--- config.mk ---
export PLATFORM = sky130hd
export DESIGN_NAME = pwm_cycle_ctrl
export DESIGN_NICKNAME = d
export VERILOG_FILES = /design/src/rtl/pwm_cycle_pkg.sv /design/src/rtl/pcc_softstart.sv /design/src/rtl/pcc_ref_select.sv /design/src/rtl/pcc_blank.sv /design/src/rtl/pwm_cycle_ctrl.sv
export SDC_FILE = /design/constraint.sdc
export NUM_CORES = 1
export LEC_CHECK = 0
export BUFFER_PORTS_ARGS = -buffer_cell sky130_fd_sc_hd__buf_2
export CAP_MARGIN = 10
export CORE_UTILIZATION = 45
export CTS_BUF_LIST = sky130_fd_sc_hd__clkbuf_16
export DETAILED_ROUTE_END_ITERATION = 8
export PLACE_DENSITY = 0.71
export SETUP_SLACK_MARGIN = 0.15
export SLEW_MARGIN = 20
export SYNTH_ARGS = -nofsm -noshare
export SYNTH_HDL_FRONTEND = slang
export SYNTH_SLANG_ARGS = --single-unit
--- constraint.sdc ---
create_clock -name clk -period 5.6 [get_ports clk]
set_input_delay 1.12 -clock clk [delete_from_list [all_inputs] [get_ports clk]]
set_output_delay 1.12 -clock clk [all_outputs]
set_load 0.01 [all_outputs]
--- src/rtl/pwm_cycle_pkg.sv ---
package pwm_cycle_pkg;
    localparam int REF_W = 10;
    typedef logic [REF_W-1:0] ref_code_t;
    localparam ref_code_t REF_FULL = '1;

    typedef struct packed {
        logic gate;      // output latch
        logic hold_off;  // set by restart, cleared by next cycle start
    } gate_st_t;
endpackage

--- src/rtl/pcc_softstart.sv ---
module pcc_softstart
    import pwm_cycle_pkg::*;
#(
    parameter int SS_DIV = 1173
) (
    input  logic      clk,
    input  logic      rst_n,
    input  logic      restart,
    output ref_code_t ramp
);
    localparam int DIV_W = (SS_DIV > 1) ? $clog2(SS_DIV) : 1;
    localparam logic [DIV_W-1:0] DIV_LAST = DIV_W'(SS_DIV - 1);

    typedef struct packed {
        logic [DIV_W-1:0] div;
        ref_code_t        lvl;
    } ss_st_t;

    ss_st_t st_d, st_q;

    always_comb begin
        st_d = st_q;
        if (restart) begin
            st_d.div = '0;
            st_d.lvl = '0;
        end else if (st_q.div == DIV_LAST) begin
            st_d.div = '0;
            if (st_q.lvl != REF_FULL) st_d.lvl = st_q.lvl + 1'b1;
        end else begin
            st_d.div = st_q.div + 1'b1;
        end
    end

    always_ff @(posedge clk or negedge rst_n) begin
        if (!rst_n) st_q <= '0;
        else        st_q <= st_d;
    end

    assign ramp = st_q.lvl;

    // ramp never falls unless restarted
    p_ramp_monotone_r9: assert property (@(posedge clk) disable iff (!rst_n)
        !restart |=> (ramp >= $past(ramp)));
    // restart brings ramp to zero
    p_restart_zero_r10: assert property (@(posedge clk) disable iff (!rst_n)
        restart |=> (ramp == '0));
endmodule

--- src/rtl/pcc_ref_select.sv ---
module pcc_ref_select
    import pwm_cycle_pkg::*;
#(
    parameter int FB_W = 12
) (
    input  logic [FB_W-1:0] fb_code,
    input  ref_code_t       ramp,
    output ref_code_t       mod_ref
);
    logic [FB_W-1:0] third;
    ref_code_t       fb_ref;

    assign third = fb_code / FB_W'(3);

    generate
        if (FB_W >= REF_W) begin : g_sat
            assign fb_ref = (third > FB_W'(REF_FULL)) ? REF_FULL : third[REF_W-1:0];
        end else begin : g_ext
            assign fb_ref = REF_W'(third);
        end
    endgenerate

    assign mod_ref = (ramp < fb_ref) ? ramp : fb_ref;
endmodule

--- src/rtl/pcc_blank.sv ---
module pcc_blank #(
    parameter int BLANK_CYC = 46
) (
    input  logic clk,
    input  logic rst_n,
    input  logic load,
    output logic blank_done
);
    localparam int CNT_W = $clog2(BLANK_CYC + 1);
    localparam logic [CNT_W-1:0] CNT_INIT = CNT_W'(BLANK_CYC);

    logic [CNT_W-1:0] cnt_d, cnt_q;

    always_comb begin
        cnt_d = cnt_q;
        if (load)              cnt_d = CNT_INIT;
        else if (cnt_q != '0)  cnt_d = cnt_q - 1'b1;
    end

    always_ff @(posedge clk or negedge rst_n) begin
        if (!rst_n) cnt_q <= '0;
        else        cnt_q <= cnt_d;
    end

    assign blank_done = (cnt_q == '0);

    // a fresh turn-on always opens a blanking interval
    p_blank_load_r4: assert property (@(posedge clk) disable iff (!rst_n)
        load |=> !blank_done);
endmodule

--- src/rtl/pwm_cycle_ctrl.sv ---
module pwm_cycle_ctrl
    import pwm_cycle_pkg::*;
#(
    parameter int FB_W      = 12,
    parameter int BLANK_CYC = 46,
    parameter int SS_DIV    = 1173
) (
    input  logic            clk,
    input  logic            rst_n,
    input  logic            run_en,
    input  logic            cyc_start,
    input  logic            duty_win,
    input  logic            cs_trip,
    input  logic            skip_req,
    input  logic            ss_restart,
    input  logic [FB_W-1:0] fb_code,
    output logic            gate_en,
    output logic [9:0]      mod_ref
);
    gate_st_t  st_d, st_q;
    logic      set_ev, kill, trip_ok, blank_done;
    ref_code_t ramp;

    pcc_softstart #(.SS_DIV(SS_DIV)) u_ss (
        .clk(clk), .rst_n(rst_n), .restart(ss_restart), .ramp(ramp)
    );

    pcc_ref_select #(.FB_W(FB_W)) u_ref (
        .fb_code(fb_code), .ramp(ramp), .mod_ref(mod_ref)
    );

    pcc_blank #(.BLANK_CYC(BLANK_CYC)) u_blank (
        .clk(clk), .rst_n(rst_n), .load(set_ev), .blank_done(blank_done)
    );

    always_comb begin
        st_d    = st_q;
        set_ev  = 1'b0;
        kill    = !run_en || skip_req || !duty_win || ss_restart
                  || (st_q.hold_off && !cyc_start);
        trip_ok = st_q.gate && cs_trip && blank_done;

        if (ss_restart)     st_d.hold_off = 1'b1;
        else if (cyc_start) st_d.hold_off = 1'b0;

        if (kill) begin
            st_d.gate = 1'b0;
        end else if (cyc_start) begin
            st_d.gate = 1'b1;
            set_ev    = 1'b1;
        end else if (trip_ok) begin
            st_d.gate = 1'b0;
        end
    end

    always_ff @(posedge clk or negedge rst_n) begin
        if (!rst_n) st_q <= '0;
        else        st_q <= st_d;
    end

    assign gate_en = st_q.gate;

    // gate only rises after a cycle start
    p_rise_cause_r2: assert property (@(posedge clk) disable iff (!rst_n)
        $rose(gate_en) |-> $past(cyc_start));
    // within blanking, an unopposed pulse survives any trip
    p_blank_hold_r4: assert property (@(posedge clk) disable iff (!rst_n)
        (gate_en && !blank_done && run_en && duty_win && !skip_req && !ss_restart)
        |=> gate_en);
    // closed window forces gate off
    p_window_off_r5: assert property (@(posedge clk) disable iff (!rst_n)
        !duty_win |=> !gate_en);
    // skip forces gate off
    p_skip_off_r6: assert property (@(posedge clk) disable iff (!rst_n)
        skip_req |=> !gate_en);
    // disable forces gate off
    p_run_off_r7: assert property (@(posedge clk) disable iff (!rst_n)
        !run_en |=> !gate_en);
    // restart forces gate off
    p_restart_off_r10: assert property (@(posedge clk) disable iff (!rst_n)
        ss_restart |=> !gate_en);
endmodule

==> results.md <==
- Synth cell types: 63
- Fill cells: 492
- Main combinational cell family by area after synthesis: simple AND/OR/NAND/NOR gates
- Gr usage total: 22.5%
- Total grt overflow: 0
- Detail Route Antenna Nets: 0
- Share of cells above drive strength 1: 28.8%
- Synth area leaders: dfrtp_1 (27%), nor2_1 (6.5%), ha_1 (6.5%), mux2i_1 (4.4%), xnor2_1 (4.2%)
- Die W: 79.7 um
- Final wirelength: 6880 um
- RSZ-0062 raised after global routing: yes
- Antenna violations before repair: 0
- Final HPWL from detailed placement: 4810 um
- Max-Cap Viols: 0
- Worst path required time: 4.48 ns
- Root Buffer: clkbuf_16
- TNS Setup: -5.65 ns
- Maximum clock rate: 162 MHz
- Syn_area_per_cell: 7.74 um^2
- Status: finished with violations
- Max-slew violation count: 0
- IO Port Bufs: 30
- Clk_skew: 0.00492 ns
- Hold WC Path Type: reg -> reg
- Clock net sink count: 29
- EDFF count, synth: 0
- Dpl cell area: 0.00321 mm^2
- Yosys Warn Count: 0
- Vias in the first global route: 2541
- CP Capture Type: primary output
- Top cell type's share of synthesized area: 26.7%
- Nets: 449
- Ys flop type: dfrtp_1
- Design area: 0.00358 mm^2
- GP Congestion: 0.869
- Vias per inst: 5.59
- Fin. Hold Viols: 0
- Startpoint types: primary input
- Die ar.: 0.00635 mm^2
- Commonest non-fill, non-tap cell in the layout: buf_4
- # rows: 27
- Adder-Cell Fraction of Synth Area: 6.45%
- CP Data Arrival Time: 5.06 ns
- Failing checks: negative setup slack
- Vias: 2729
- PD cells: 236 mW/mm^2
- Max Buffers Root-to-Sink: 2
- Compound-Gate Fraction of Synth Area: 21.0%
- Clk_lat worst skew: 0.27 ns
- Routed WL per cell: 14.1 um
- Boundary pin count: 31
- Final period util: 110%
- CTS clk-pin slew, worst paths: 0.05 ns
- Post-synthesis mux area share: 5.25%
- Most frequent cells in the layout: buf_4 (47), nor2_1 (44), dfrtp_1 (29)
- Mapped cell area: 0.00272 mm^2
- VDD IR max: 0.241 mV
- Area leader, netlist: dfrtp_1
- Critical path class: in -> out
- TritonCTS clock tree: done
- Final min period: 6.18 ns
- Core footprint: 0.00568 mm^2
- Worst setup margin: -0.584 ns
- Pleak: 1.63 nW
- P&R area growth vs syn: 31.8%
- Final setup viols: 10
- Synth Area in XOR/XNOR: 7.10%
- Critical path peak fanout: 7
- CTS buffer count: 5
- Hold Buf Count CTS: 0
- Post-Syn Instances: 351
- Worst hold slack: 0.483 ns
- Slew @ Worst Pin: 0.655 ns
- # DRC: 0
- First-pass detailed-route iteration total: 4
- Post-synth net total: 385
- Die Span Y: 79.7 um
- Post-synthesis sequential area ratio: 26.7%
- Initial Util: 47.8%
- Largest net degree at the start of global routing: 30
- Diode count: 0
- Asr flop ratio synth: 100%
- Synthesized flop and latch total: 29
- Post-Synth Simple-Gate Area: 25.4%
- Worst slew margin relative to its limit: 56.0%
- CTS H-tree depth: 2
- Initial DRC Count: 116
- Finished Core Util: 63.1%
- First-pass GRT wire length: 11500 um
cell type report:
cell class                      instances  area (um^2)  share of cell area, %
Multi-Input combinational cell        273         1940                   54.3
Sequential cell                        29          726                   20.3
Timing Repair Buffer                   79          557                   15.6
Clock buffer                            5          125                   3.50
Inverter                               27          101                   2.83
Tap cell                               72         90.1                   2.52
Clock inverter                          3         37.5                   1.05
cell usage after synthesis, types with 5 or more instances:
library cell	count
a21oi_1	18
nor3_1	11
inv_1	26
a31oi_1	7
a211oi_1	6
nor2_1	47
xnor2_1	13
nand2_1	28
mux2i_1	12
clkbuf_1	10
xor2_1	9
ha_1	14
o21ai_0	19
dfrtp_1	29
nand3_1	15
buf_2	7
or3_1	5
worst paths after layout:
check | start | to | slack, ns | depth (start not counted)
setup reg to reg | u_ss.st_q[15] | u_ss.ramp[9] | 3.23 | 8
hold / removal | st_q[0] | st_q[0] | 0.48 | 2
max in group asynchronous | rst_n | u_ss.st_q[15] | 4.33 | 1
hold reg to reg | st_q[0] | st_q[0] | 0.48 | 2
min in group asynchronous | rst_n | u_ss.st_q[14] | 0.86 | 1
setup / recovery | fb_code[11] | mod_ref[6] | -0.58 | 25
per-layer routing:
layer / GRT usage (%) / vias to the layer above / routed length, um
met3: 4.34 / 16 / 283
met4: 5.82 / 0 / 106
li1: - / 1379 / -
met1: 30.8 / 1260 / 3270
met2: 36.2 / 74 / 3220
met5: 0 / - / 0
what timing repair did:
action,in CTS,in global routing
pin swaps,18,12
resized for setup,20,14
endpoints found under the setup margin,10,10
buffers inserted,5,0
cloned,1,0
sequential cells by signal, summed over array words and instances (netlist names):
name           flops
u_blank.cnt_q      6
st_q               1
u_ss.st_q         11
gate_en            1
u_ss.ramp         10
worst max-delay path, stage by stage:
cell and delay [ns]:
buf_2 0.15, nand2b_2 0.23, o32ai_2 0.29, o22ai_2 0.15
nand2_2 0.14, nor2_4 0.06, o21ai_2 0.14, o31ai_1 0.10
nor2_1 0.17, a211oi_2 0.06, a311oi_1 0.21, nor2_1 0.09
ha_2 0.17, a21o_1 0.15, a21o_1 0.18, a21oi_2 0.12
nor2b_1 0.05, o21ai_1 0.13, nand2b_1 0.07, a21o_1 0.15
a21o_1 0.17, o41a_1 0.43, buf_6 0.16, mux2i_1 0.20
buf_2 0.17
logic make-up (layout without fill, tap and decap cells):
family                   after synthesis  after routing
adder cells (fa/ha/maj)               14             14
AO/OA/AOI/OAI                         83             83
AND/OR/NAND/NOR                      139            140
buffers and inverters                 50            114
flip-flops                            29             29
XOR/XNOR                              22             22
multiplexers                          14             14
where the power goes:
group          internal, mW  switching, mW  total, mW
combinational         0.140          0.149      0.289
clock                 0.206         0.0866      0.292
sequential            0.238         0.0249      0.263
total                 0.584          0.261      0.845
through the flow:
| step | std cells | power (mW) | setup slack (ns) |
|---|---|---|---|
| finish | 488 | 0.845 | -0.584 |
| global route | 488 | 0.897 | -0.816 |
| CTS | 488 | 0.840 | -0.643 |
| detailed placement | 474 | 0.528 | -0.680 |
| global placement | 474 | 0.519 | -0.549 |
| floorplan | 351 | 0.441 | -0.228 |
(Power assumes the default switching activity.)
